`src/rtl/acc_io_pkg.sv`:
```
package acc_io_pkg;
   typedef enum logic [1:0] {
      XK_NONE  = 2'd0,
      XK_READ  = 2'd1,
      XK_WRITE = 2'd2
   } xfer_kind_t;

   typedef enum logic [1:0] {
      ST_IDLE = 2'd0,
      ST_XFER = 2'd1,
      ST_CAPT = 2'd2
   } xfer_state_t;
endpackage

```
`src/rtl/acc_io_decode.sv`:
```
module acc_io_decode
   import acc_io_pkg::*;
#(
   parameter int          OP_W         = 8,
   parameter int          PORT_AW      = 4,
   parameter logic [3:0]  IN_CLASS     = 4'hA,
   parameter logic [3:0]  OUT_CLASS    = 4'hB,
   parameter logic [15:0] BLOCKED_MASK = 16'h000C
) (
   input  logic [OP_W-1:0]    opcode,
   output xfer_kind_t         kind,
   output logic [PORT_AW-1:0] port_idx
);
   localparam int LOW_W = 4;

   if (OP_W != 8) begin : g_bad_opw
      $error("acc_io_decode: OP_W must be 8");
   end
   if (PORT_AW < LOW_W) begin : g_bad_aw
      $error("acc_io_decode: PORT_AW must be at least 4");
   end

   logic [LOW_W-1:0] low_nib;
   logic [LOW_W-1:0] cls_nib;
   logic             blocked;

   assign low_nib = opcode[LOW_W-1:0];
   assign cls_nib = opcode[OP_W-1:OP_W-LOW_W];
   assign blocked = BLOCKED_MASK[low_nib];

   if (PORT_AW == LOW_W) begin : g_idx_exact
      assign port_idx = low_nib;
   end else begin : g_idx_ext
      assign port_idx = {{(PORT_AW-LOW_W){1'b0}}, low_nib};
   end

   always_comb begin
      kind = XK_NONE;
      if (!blocked) begin
         if (cls_nib == IN_CLASS)       kind = XK_READ;
         else if (cls_nib == OUT_CLASS) kind = XK_WRITE;
      end
   end
endmodule

```
`src/rtl/acc_io_flags.sv`:
```
module acc_io_flags #(
   parameter int DATA_W = 8
) (
   input  logic              clk,
   input  logic              rst,
   input  logic              upd,
   input  logic              clr,
   input  logic [DATA_W-1:0] val,
   output logic              flag_s,
   output logic              flag_z,
   output logic              flag_c,
   output logic              flag_o
);
   localparam int MSB = DATA_W - 1;

   if (DATA_W < 2) begin : g_bad_w
      $error("acc_io_flags: DATA_W must be at least 2");
   end

   always_ff @(posedge clk) begin
      if (rst) begin
         flag_s <= 1'b0;
         flag_z <= 1'b0;
         flag_c <= 1'b0;
         flag_o <= 1'b0;
      end else if (upd) begin
         flag_s <= ~val[MSB];
         flag_z <= (val == '0);
         flag_c <= 1'b0;
         flag_o <= 1'b0;
      end else if (clr) begin
         flag_s <= 1'b0;
         flag_z <= 1'b1;
         flag_c <= 1'b0;
         flag_o <= 1'b0;
      end
   end

   // carry and overflow cleared by an input
   p_in_co_r6: assert property (@(posedge clk) disable iff (rst)
      upd |=> (!flag_c && !flag_o));
   // zero reflects the stored byte
   p_in_zero_r6: assert property (@(posedge clk) disable iff (rst)
      upd |=> (flag_z == ($past(val) == '0)));
   // sign is set for a clear top bit
   p_in_sign_r7: assert property (@(posedge clk) disable iff (rst)
      upd |=> (flag_s == !$past(val[MSB])));
   // clear request result
   p_clr_r9: assert property (@(posedge clk) disable iff (rst)
      (clr && !upd) |=> (flag_z && !flag_s && !flag_c && !flag_o));
endmodule

```
`src/rtl/acc_port_unit.sv`:
```
module acc_port_unit
   import acc_io_pkg::*;
#(
   parameter int          DATA_W       = 8,
   parameter int          OP_W         = 8,
   parameter int          PORT_AW      = 4,
   parameter bit          PIN_INVERT   = 1'b1,
   parameter logic [15:0] BLOCKED_MASK = 16'h000C
) (
   input  logic               clk,
   input  logic               rst,
   input  logic               start,
   input  logic [OP_W-1:0]    opcode,
   input  logic [DATA_W-1:0]  acc_in,
   input  logic               clr_flags,
   output logic [PORT_AW-1:0] port_addr,
   output logic [DATA_W-1:0]  port_wdata,
   output logic               port_we,
   input  logic [DATA_W-1:0]  port_rdata,
   output logic [DATA_W-1:0]  acc_out,
   output logic               flag_sign,
   output logic               flag_zero,
   output logic               flag_carry,
   output logic               flag_ovf,
   output logic               done
);
   xfer_state_t        state;
   xfer_kind_t         dec_kind;
   xfer_kind_t         kind_q;
   logic [PORT_AW-1:0] dec_idx;
   logic [PORT_AW-1:0] idx_q;
   logic [DATA_W-1:0]  acc_q;
   logic [DATA_W-1:0]  from_pins;
   logic               accept;
   logic               capt;
   logic               clr_req;

   acc_io_decode #(
      .OP_W(OP_W), .PORT_AW(PORT_AW), .BLOCKED_MASK(BLOCKED_MASK)
   ) u_dec (
      .opcode(opcode), .kind(dec_kind), .port_idx(dec_idx)
   );

   if (PIN_INVERT) begin : g_inv
      assign from_pins  = ~port_rdata;
      assign port_wdata = ~acc_q;
   end else begin : g_pass
      assign from_pins  = port_rdata;
      assign port_wdata = acc_q;
   end

   assign accept  = (state == ST_IDLE) && start;
   assign capt    = (state == ST_CAPT);
   assign clr_req = (state == ST_IDLE) && !start && clr_flags;

   always_ff @(posedge clk) begin
      if (rst) begin
         state  <= ST_IDLE;
         kind_q <= XK_NONE;
         idx_q  <= '0;
         acc_q  <= '0;
         done   <= 1'b0;
      end else begin
         done <= 1'b0;
         unique case (state)
            ST_IDLE: if (start) begin
               acc_q  <= acc_in;
               kind_q <= dec_kind;
               if (dec_kind == XK_NONE) begin
                  done <= 1'b1;
               end else begin
                  idx_q <= dec_idx;
                  state <= ST_XFER;
               end
            end
            ST_XFER: begin
               if (kind_q == XK_WRITE) begin
                  done  <= 1'b1;
                  state <= ST_IDLE;
               end else begin
                  state <= ST_CAPT;
               end
            end
            ST_CAPT: begin
               acc_q <= from_pins;
               done  <= 1'b1;
               state <= ST_IDLE;
            end
            default: state <= ST_IDLE;
         endcase
      end
   end

   assign port_addr = idx_q;
   assign port_we   = (state == ST_XFER) && (kind_q == XK_WRITE);
   assign acc_out   = acc_q;

   acc_io_flags #(.DATA_W(DATA_W)) u_flags (
      .clk(clk), .rst(rst), .upd(capt), .clr(clr_req), .val(from_pins),
      .flag_s(flag_sign), .flag_z(flag_zero), .flag_c(flag_carry), .flag_o(flag_ovf)
   );

   // write strobe lasts one cycle and is followed by done
   p_we_single_r11: assert property (@(posedge clk) disable iff (rst)
      port_we |=> (!port_we && done));
   // output leaves accumulator and flags alone
   p_out_hold_r10: assert property (@(posedge clk) disable iff (rst)
      port_we |=> ($stable(acc_out) && $stable(flag_sign) && $stable(flag_zero)));
   // address held across the transfer
   p_addr_hold_r8: assert property (@(posedge clk) disable iff (rst)
      capt |-> $stable(port_addr));
   // undecoded opcodes finish at once without a strobe
   p_nop_done_r3: assert property (@(posedge clk) disable iff (rst)
      (accept && dec_kind == XK_NONE) |=> (done && !port_we));

   if (PIN_INVERT) begin : g_inv_chk
      // write data is the inverted accumulator
      p_wdata_inv_r5: assert property (@(posedge clk) disable iff (rst)
         port_we |-> (port_wdata == ~acc_out));
      // input stores the inverted bus byte
      p_in_inv_r4: assert property (@(posedge clk) disable iff (rst)
         capt |=> (acc_out == ~$past(port_rdata)));
   end
endmodule

```
`config.mk`:
```
export PLATFORM = sky130hd
export DESIGN_NAME = acc_port_unit
export DESIGN_NICKNAME = d
export VERILOG_FILES = /design/src/rtl/acc_io_pkg.sv /design/src/rtl/acc_io_decode.sv /design/src/rtl/acc_io_flags.sv /design/src/rtl/acc_port_unit.sv
export SDC_FILE = /design/constraint.sdc
export NUM_CORES = 1
export LEC_CHECK = 0
export CORE_AREA = 4 4 50 74
export DETAILED_ROUTE_END_ITERATION = 6
export DIE_AREA = 0 0 54 78
export PLACE_DENSITY = 0.67
export SKIP_CTS_REPAIR_TIMING = 1
export SYNTH_ARGS = -nofsm -noshare
export SYNTH_HDL_FRONTEND = slang
export SYNTH_SLANG_ARGS = --single-unit
```
`constraint.sdc`:
```
create_clock -name clk -period 1.5 [get_ports clk]
set_input_delay 0.3 -clock clk [delete_from_list [all_inputs] [get_ports clk]]
set_output_delay 0.3 -clock clk [all_outputs]
set_load 0.05 [all_outputs]
```
* After elaboration in Yosys (flattened, before gate mapping)
Memories as Yosys holds them, arrays and structs flattened.
Index checks and enable logic that the tools add are counted.
** Word-level totals
- Flip-flop bits (word level) :: 19
- Output and inout bits :: 26
- Word-level logic and storage cells :: 51
- Memories :: 1
- ROM bits :: 16
** Cells by class
- Reduce and logical (&&, ||, !) cells :: 13
- Mux-type cells :: 18
- Magnitude comparators :: 1
- Bitwise operators :: 4
- Eq/ne operators :: 7
** Memories
- (no name shown) :: words 16, bits a word 1, read ports 1, clocked after Yosys merged registers in 0, wr ports 0, line acc_io_decode.sv:29 : assign blocked = BLOCKED_MASK[low_nib];
** Operators with widths (count)
- $not A8 Y8 :: 2
- $pmux W8 S2 :: 1
- $mux W2 :: 6
- $eq A4 B4 Y1 const B :: 2
- $logic_not A8 Y1 :: 1
- $mux W1 :: 8
- $mux W8 :: 1
- $reduce_and A2 Y1 :: 3
- $lt A4 B5 Y1 const B :: 1
- $eq A2 B2 Y1 const B :: 2
- $logic_not A2 Y1 :: 2
- $ne A2 B2 Y1 const B :: 2
- $pmux W2 S2 :: 1
- $reduce_bool A2 Y1 :: 2
- $logic_and A1 B1 Y1 :: 3
- $pmux W1 S3 :: 1
- $reduce_and A3 Y1 :: 1
- $eq A2 B1 Y1 const B :: 1
- $not A1 Y1 :: 2
- $logic_not A1 Y1 :: 1

* Depth between registers and ports, before layout
Gate-level depths: netlist (run 1).
- Word-level depth :: 8
- Depth in mapped cells :: 5
- Gate-level depth less buffers :: 4

* By module
Synthesis (run 1) repeated with hierarchy kept, for this count alone.
** Unflattened totals
- Cell total of the unflattened synthesis :: 122
- Area, all modules :: 1059.8 sq um
** Modules (own cells, without submodules)
- acc_port_unit :: area an instance 872.1 sq um, cells an instance 100, times used 1
- acc_io_flags :: area an instance 113.9 sq um, cells an instance 14, times used 1
- acc_io_decode :: area an instance 73.8 sq um, cells an instance 8, times used 1

* Least setup slack after synthesis (run 1)
Ideal clock, no wire load.
- Path kind :: input to register
- From :: input start
- To :: register idx_q[0] (netlist: port_addr[0])
- Setup time :: 128 ps
- Path buffers :: 1
- Arrival time :: 1460 ps
- Cell stages on the path :: 5
- Setup slack :: -87 ps
- Cells stage by stage :: buf_6 or3b_4 nor4_4 mux2i_1 nor2_1
** Between the ends
- Cells in the longest elaborated chain, start to end :: 1
** RTL lines
- start, declared :: line acc_port_unit.sv:12 : input logic start,
- $reduce_and A3 Y1 (no line)
- end signal, assigned :: line acc_port_unit.sv:72 : idx_q <= dec_idx;
- end, declared :: line acc_port_unit.sv:31 : logic [PORT_AW-1:0] idx_q;
Every way passes these cells.
A chain may end at the register's enable or synchronous reset.

* Worst setup path in the final report (run 1)
- From :: register kind_q[1]
- To :: output port_we
** Between the ends
- Cells in the longest elaborated chain, start to end :: 2
** RTL lines
- start, declared :: line acc_port_unit.sv:29 : xfer_kind_t kind_q;
- start signal, assigned :: line acc_port_unit.sv:68 : kind_q <= dec_kind;
- $eq A2 B2 Y1 :: line acc_port_unit.sv:95 : assign port_we = (state == ST_XFER) && (kind_q == XK_WRITE);
- $logic_and A1 B1 Y1 :: line acc_port_unit.sv:95
- end, declared :: line acc_port_unit.sv:18 : output logic port_we,
Every way passes these cells.

==> results of run 1 <==
-- metal layers --
layer  vias up  track usage, %  share of wire (%)
li1        490               -                  -
met1       443            14.9                 36
met2        51            25.0                 53
met3         0            5.18                 11
met4         0            2.24                  0
met5         -               0                  0
-- layout make-up --
| cell class | instances | area share (%) |
|---|---|---|
| Timing Repair Buffer | 65 | 46.2 |
| Multi-Input combinational cell | 68 | 25.0 |
| Tap cell | 40 | 2.64 |
| Inverter | 11 | 3.30 |
| Clock buffer | 4 | 2.38 |
| Sequential cell | 19 | 20.5 |
-- logic make-up after synthesis --
kind of cell	count (synthesis)	share of synthesized area (%)
DFF	19	43.0
AOI/OAI and AO/OA	30	21.6
muxes	4	4.53
and+or+nand+nor	32	21.5
other	1	0.424
buffers and inverters	17	8.91
-- power by group through the flow --
stage / sequential [uW] / clock [uW] / combinational [uW]
after floorplan: 640 / 0 / 156
after global routing: 568 / 384 / 538
after global placement: 576 / 0 / 501
final: 566 / 351 / 513
after detailed placement: 577 / 0 / 509
after CTS: 566 / 360 / 510
-- final timing paths --
check | end | slack [ns] | depth (start not counted)
max reg2reg | kind_q[1] | 0.08 | 4
min reg2reg | kind_q[1] | 0.49 | 2
min | port_addr[1] | 0.34 | 3
max | port_we | 0.07 | 3
-- synth_stat cells --
cell	count	share of area, %
buf_4	2	1.7
and3_1	1	0.71
and3b_1	1	0.99
clkbuf_1	3	1.3
or3_2	2	1.7
nand3b_1	1	0.85
a211oi_1	3	2.5
buf_6	1	1.3
or2b_1	1	0.85
nand2b_1	1	0.71
nand4_1	2	1.4
nor2b_1	1	0.71
inv_1	11	4.7
a221o_1	5	5.7
conb_1	1	0.42
nor4_4	1	2.4
nand2_1	4	1.7
o21bai_1	1	0.85
or3_1	1	0.71
a21oi_1	14	7.9
dfxtp_1	19	43
o22ai_1	5	3.5
nor2_1	12	5.1
nor3_1	1	0.57
or3b_4	1	1.3
mux2i_1	4	4.5
o21ai_0	2	1.1
nor4b_1	1	0.99
nor3b_1	1	0.85
-- per-stage QoR --
stage          total power (uW)  hold WS [ns]
2_1_floorplan               796         0.427
3_3_place_gp               1080         0.439
3_5_place_dp               1090         0.469
4_1_cts                    1440         0.479
5_1_grt                    1490         0.391
6_report                   1430         0.335
-- sequential cells by signal, summed over array words and instances, names as in the netlist --
register / flops
done: 1
kind_q: 2
state: 2
acc_out: 8
u_flags.flag_s: 1
u_flags.flag_z: 1
port_addr: 4
-- worst max-delay path, stage by stage (launching register included) --
cell     delay [ns]
dfxtp_1        0.34
nor2b_2        0.18
and3_4         0.22
buf_12         0.13
==> flow_summary.yaml, run 1 <==
setup_path:
  critPathArrivalTime_ns: 1.13
  rr_startpoint: "state[0]"
  cp_max_fo: 2
  crit_start: "kind_q[1]"
  critPathKind: "register to output port"
  worstSetupStartpointType: "register"
  worstPathRequired_ns: 1.20
  worst_setup_path_end_kind: "output port"
clock_network:
  clk_pin_slew_ns: 0.07
  clk_path_buf_depth: 2
  cts.sinks: 19
  cts_made_buffers: 3
  root_buffer: "clkbuf_8"
  cts_tree: "done"
  h-tree-depth: 1
  insertion_delay_ns: 0.25
global_route:
  grt_usage_pct: 13.8
  grt_pass1_vias: 1020
  grt_max_degree: 15
  antenna_found_initial: 0
  grt_pass1_wl_microns: 4460
  overflow: 0
sta:
  setup_slack_ns: 0.0745
  hold_violations: 0
  setup_tns_ns: 0
  worst_clock_skew_ns: 0.00172
  fin_crit_sh_pct: 95.0
  slew_viol_final: 0
  min_period_ns: 1.43
  max_freq_mhz: 702
  rsz0062_at_grt: "no"
  setup_violations: 0
floorplanning:
  die_x_microns: 54
  core_sq_um: 3100
  rows: 25
  initial_core_util_pct: 28.6
  die_h_microns: 78
  die-area_sq_um: 4210
  num_io_pins: 54
routing:
  avgRoutedWirePerCell_microns: 13.8
  dr.pass1.iters: 5
  remaining_drc_errors: 0
  viasPerCell: 4.75
  num_vias: 984
  drt_iter0_drc: 23
  routed_wl_microns: 2850
  ant_nets: 0
pwr:
  power.density_nw_per_um2: 755
  clkPwrFrac_pct: 24.5
  p_switching_uw: 445
  p_leak_uw: 0.000785
  p_comb_share_pct: 35.9
  peakVddDrop_mv: 0.664
  p_int_uw: 984
  swShare_pct: 31.2
  seq_power_share_pct: 39.6
job:
  cap_viol_max_count: 0
place:
  dpl.hpwl_microns: 2360
  dp_slack_ns: -0.524
  placed_cell_area_sq_um: 1780
  globalplace.congestion: 0.706
  placed_cells: 203
  io_buffers: 51
final_layout:
  drive_gt1_share_pct: 38.9
  fillCellCount: 251
  seq_area_sq_um: 388
  postLayoutCellArea_sq_um: 1890
  layout_common_cells: "buf_12 (24), clkdlybuf4s50_1 (21), dfxtp_1 (13), buf_4 (13), a21oi_1 (12)"
  final_core_util_pct: 61.1
  fin_nets: 196
  multi_input_area_sq_um: 473
  area_delta_synth_final_pct: 114
  final_cells: 207
  final_common_cell: "buf_12"
  antennaDiodeCount: 0
worst_hold_path:
  min_path_type: "input port to register"
  hp-start: "opcode[1]"
yosys:
  seq_area_frac_synth_pct: 43.0
  ys_seq_elements: 19
  yosys.cell_types.count: 29
  syn_area_per_cell_sq_um: 8.59
  ys_warn_count: 0
  netlist_instances: 103
  synth_area_sq_um: 885
outcome:
  outcome: "finished clean"
Note: power is estimated with default switching activity, not from simulation.
==> run 2, diff against run 1 <==
--- a/config.mk
+++ b/config.mk
@@ -6,10 +6,12 @@
 export NUM_CORES = 1
 export LEC_CHECK = 0
 export CORE_AREA = 4 4 50 74
+export CTS_BUF_LIST = sky130_fd_sc_hd__clkbuf_4 sky130_fd_sc_hd__clkbuf_8 sky130_fd_sc_hd__clkbuf_16
 export DETAILED_ROUTE_END_ITERATION = 6
 export DIE_AREA = 0 0 54 78
 export PLACE_DENSITY = 0.67
 export SKIP_CTS_REPAIR_TIMING = 1
+export SLEW_MARGIN = 20
 export SYNTH_ARGS = -nofsm -noshare
 export SYNTH_HDL_FRONTEND = slang
 export SYNTH_SLANG_ARGS = --single-unit
==> flow_summary.yaml, run 2 (synthesized netlist as in run 1, its figures left out) <==
setup_path:
  critPathKind: "register to output port"
  ff2ff_path_depth: 4
  critPathArrivalTime_ns: 1.13
  worst_setup_path_end_kind: "output port"
  rr_startpoint: "state[0]"
  r2r-end: "kind_q[0]"
  worstSetupStartpointType: "register"
  crit_end: "port_we"
  cp_max_fo: 5
  r2r_slack_ns: 0.08
  worstPathRequired_ns: 1.20
  crit_start: "state[1]"
routing:
  drt_iter0_drc: 19
  num_vias: 990
  dr.pass1.iters: 4
  viasPerCell: 4.78
  remaining_drc_errors: 0
  routed_wl_microns: 2840
  ant_nets: 0
  avgRoutedWirePerCell_microns: 13.7
pwr:
  peakVddDrop_mv: 0.650
  power.density_nw_per_um2: 761
  p_leak_uw: 0.000788
final_layout:
  largest_reg_flops: 8
  drive_gt1_share_pct: 39.5
  postLayoutCellArea_sq_um: 1900
  layout_common_cells: "buf_12 (24), clkdlybuf4s50_1 (21), dfxtp_1 (13), buf_4 (13), a21oi_1 (12)"
  area_delta_synth_final_pct: 114
  fin_nets: 196
  final_common_cell: "buf_12"
  antennaDiodeCount: 0
global_route:
  grt_usage_pct: 13.8
  grt_pass1_vias: 1023
  overflow: 0
  antenna_found_initial: 0
  grt_pass1_wl_microns: 4440
  grt_max_degree: 15
floorplanning:
  rows: 25
  die-area_sq_um: 4210
  die_h_microns: 78
  initial_core_util_pct: 28.6
  die_x_microns: 54
  core_sq_um: 3100
  num_io_pins: 54
clock_network:
  cts_made_buffers: 3
  clk_path_buf_depth: 2
  insertion_delay_ns: 0.25
  root_buffer: "clkbuf_8"
  clk_pin_slew_ns: 0.07
  cts_tree: "done"
  h-tree-depth: 1
  cts.sinks: 19
sta:
  worst_clock_skew_ns: 0.00173
  min_period_ns: 1.43
  hold_violations: 0
  setup_violations: 0
  rsz0062_at_grt: "no"
  fin_crit_sh_pct: 95.0
  slew_viol_final: 0
  max_freq_mhz: 701
  timing.hold.ws_ns: 0.338
worst_hold_path:
  min_path_type: "input port to register"
  hp-start: "opcode[1]"
outcome:
  outcome: "finished clean"
place:
  globalplace.congestion: 0.706
  io_buffers: 51
  placed_cell_area_sq_um: 1780
  dpl.hpwl_microns: 2360
job:
  cap_viol_max_count: 0
==> run 2: cell counts in the layout (fill, tap and decap cells not counted) <==
No cell type changed its count.
==> run 2: cell type report <==
cell class,count,area [sq um]
Clock buffer,4,48.8
Fill cell,248,1200
Inverter,11,62.6
Multi-Input combinational cell,68,473
Sequential cell,19,388
Tap cell,40,50.0
Timing Repair Buffer,65,875
==> run 2: through the flow <==
step | utilization [%] | total power, uW | instances | setup WS [ns] | setup TNS, ns
after floorplan | - | 796 | 104 | -0.0868 | -0.323
after global placement | 57.5 | 1080 | 203 | -0.464 | -3.49
after detailed placement | 57.5 | 1090 | 203 | -0.524 | -3.79
after CTS | 59.1 | 1450 | 207 | -0.255 | -1.29
after global routing | 61.3 | 1510 | 207 | 0.00752 | 0
final | 61.3 | 1440 | 207 | 0.0743 | 0
==> run 2: power by group <==
group          leakage, uW  internal [uW]  switching, uW  total (uW)
clock network    0.0000262            207            158         365
registers         0.000158            531           34.5         566
logic             0.000605            264            249         513
==> run 2: worst min path at each step <==
stage                              end  slack, ns  cells past startpoint
after global placement       kind_q[1]       0.44                      2
final                     port_addr[1]       0.34                      3
after detailed placement     kind_q[1]       0.47                      2
after CTS                    kind_q[1]       0.48                      2
after global routing      port_addr[1]       0.39                      3
after floorplan              kind_q[1]       0.43                      2
==> run 2: worst max-delay path, stage by stage, from the launching register on <==
cell	delay, ns
dfxtp_1	0.32
buf_4	0.15
inv_4	0.07
and3_4	0.19
buf_12	0.13
==> run 2: metal layers <==
metal	vias to the layer above	GRT usage (%)	routed length (microns)	part of all wire (%)
li1	492	-	-	-
met1	445	14.7	1020	36
met2	53	25.1	1520	53
met3	0	5.18	306	11
met4	0	2.24	0	0
met5	-	0	0	0
==> run 3, diff against run 2 <==
--- a/config.mk
+++ b/config.mk
@@ -5,10 +5,10 @@
 export SDC_FILE = /design/constraint.sdc
 export NUM_CORES = 1
 export LEC_CHECK = 0
-export CORE_AREA = 4 4 50 74
+export CORE_AREA = 4 4 60 62
 export CTS_BUF_LIST = sky130_fd_sc_hd__clkbuf_4 sky130_fd_sc_hd__clkbuf_8 sky130_fd_sc_hd__clkbuf_16
 export DETAILED_ROUTE_END_ITERATION = 6
-export DIE_AREA = 0 0 54 78
+export DIE_AREA = 0 0 64 66
 export PLACE_DENSITY = 0.67
 export SKIP_CTS_REPAIR_TIMING = 1
 export SLEW_MARGIN = 20
==> flow_summary.yaml, run 3 (synthesized netlist as in run 1, its figures left out) <==
outcome:
  violations: "setup timing"
  outcome: "complete, but fails checks"
global_route:
  grt_max_degree: 15
  overflow: 0
  antenna_found_initial: 0
  grt_usage_pct: 13.1
  grt_pass1_vias: 1014
  grt_pass1_wl_microns: 4390
place:
  globalplace.congestion: 0.797
  dp_slack_ns: -0.525
  placed_cells: 208
  io_buffers: 51
  placed_cell_area_sq_um: 1790
  dpl.hpwl_microns: 2290
sta:
  timing.hold.ws_ns: 0.479
  setup_violations: 1
  worst_clock_skew_ns: 0.00691
  setup_tns_ns: -0.0370
  hold_violations: 0
  setup_slack_ns: -0.0370
  rsz0062_at_grt: "yes"
  slew_viol_final: 0
  max_freq_mhz: 651
  min_period_ns: 1.54
  fin_crit_sh_pct: 102
clock_network:
  clk_path_buf_depth: 2
  cts_tree: "done"
  h-tree-depth: 1
  clk_pin_slew_ns: 0.12
  cts.sinks: 19
  cts_made_buffers: 3
  insertion_delay_ns: 0.31
  root_buffer: "clkbuf_4"
floorplanning:
  initial_core_util_pct: 29.2
  num_io_pins: 54
  die-area_sq_um: 4220
  rows: 20
  core_sq_um: 3030
  die_x_microns: 64
  die_h_microns: 66
routing:
  routed_wl_microns: 2750
  dr.pass1.iters: 4
  remaining_drc_errors: 0
  num_vias: 998
  drt_iter0_drc: 36
  viasPerCell: 4.71
  ant_nets: 0
  avgRoutedWirePerCell_microns: 13.0
pwr:
  p_leak_uw: 0.000732
  peakVddDrop_mv: 0.368
  p_int_uw: 894
  seq_power_share_pct: 42.1
  swShare_pct: 33.3
  clkPwrFrac_pct: 20.0
  p_comb_share_pct: 37.9
  p_switching_uw: 446
  power.density_nw_per_um2: 722
setup_path:
  cp_max_fo: 6
  critPathKind: "register to output port"
  ff2ff_path_depth: 4
  r2r_slack_ns: 0.08
  r2r-end: "kind_q[0]"
  worst_setup_path_end_kind: "output port"
  path_buf_inv: 3
  cp_slowest_cell: "dfxtp_2"
  worstSetupStartpointType: "register"
  critPathTopFamily: "buffers and inverters"
  critPathArrivalTime_ns: 1.24
  rr_startpoint: "state[1]"
  worstPathRequired_ns: 1.20
  worstPathCellList: "buf_6 > clkinvlp_4 > and3_4 > buf_12"
  cpPeakStageDelay_ns: 0.36
final_layout:
  antennaDiodeCount: 0
  largest_reg_flops: 8
  fin_nets: 197
  drive_gt1_share_pct: 36.9
  postLayoutCellArea_sq_um: 1860
  final_cells: 212
  final_common_cell: "clkdlybuf4s50_1"
  area_delta_synth_final_pct: 110
  layout_common_cells: "clkdlybuf4s50_1 (26), buf_12 (24), dfxtp_1 (13), buf_4 (13)"
worst_hold_path:
  hold-path-endpoint: "done"
  min_path_type: "input port to register"
  hp-start: "start"
  hold_depth: 4
job:
  cap_viol_max_count: 0
run 3: changes by cell type in the layout (fill, tap and decap cells not counted), sizes merged:
cell           before  now
buf                38   39
clkbuf              4    3
clkdlybuf4s50      21   26
clkinv              0    1
clkinvlp            5    6
dlymetal6s2s        6    1
inv                 6    5
run 3: metal layers:
layer	wire [microns]	track usage [%]	vias up
met3	290	5.10	2
met1	1140	14.7	457
li1	-	-	493
met2	1290	23.1	46
met4	20	2.96	0
met5	0	0	-
run 3: worst max-delay path by stage:
stage,start,endpoint,slack [ns],cells past startpoint
after floorplan,start,port_addr[1],-0.09,5
after global placement,start,kind_q[1],-0.49,5
after detailed placement,start,kind_q[0],-0.53,5
after CTS,start,kind_q[0],-0.21,5
after global routing,state[1],port_we,-0.11,4
final,state[1],port_we,-0.04,4
run 3: cell type report:
| class | count | area, sq um |
|---|---|---|
| clock buffers | 3 | 22.5 |
| clock inverters | 1 | 5.00 |
| fillers | 276 | 1170 |
| multi-input cells | 68 | 449 |
| flip-flops and latches | 19 | 388 |
| well taps | 44 | 55.1 |
| inverters | 11 | 63.8 |
| repair buffers | 66 | 873 |
run 3: power groups by stage:
| stage | clock network [uW] | logic [uW] | registers (uW) |
|---|---|---|---|
| floorplan | 0 | 156 | 640 |
| CTS | 278 | 508 | 565 |
| global placement | 0 | 501 | 575 |
| global route | 299 | 532 | 568 |
| finish | 268 | 508 | 564 |
| detailed placement | 0 | 507 | 576 |
run 3: worst reg2reg max path, cell delays in order, from the launching register on:
cell and delay (ns):
dfxtp_2 0.34, or3b_4 0.41, buf_6 0.14, or3_4 0.36, a21oi_2 0.11
run 3: per-stage QoR:
step	utilization [%]	total power (uW)
6_report	61.3	1340
5_1_grt	61.3	1400
4_1_cts	60.2	1350
3_5_place_dp	59.3	1080
3_3_place_gp	59.3	1080
2_1_floorplan	-	796
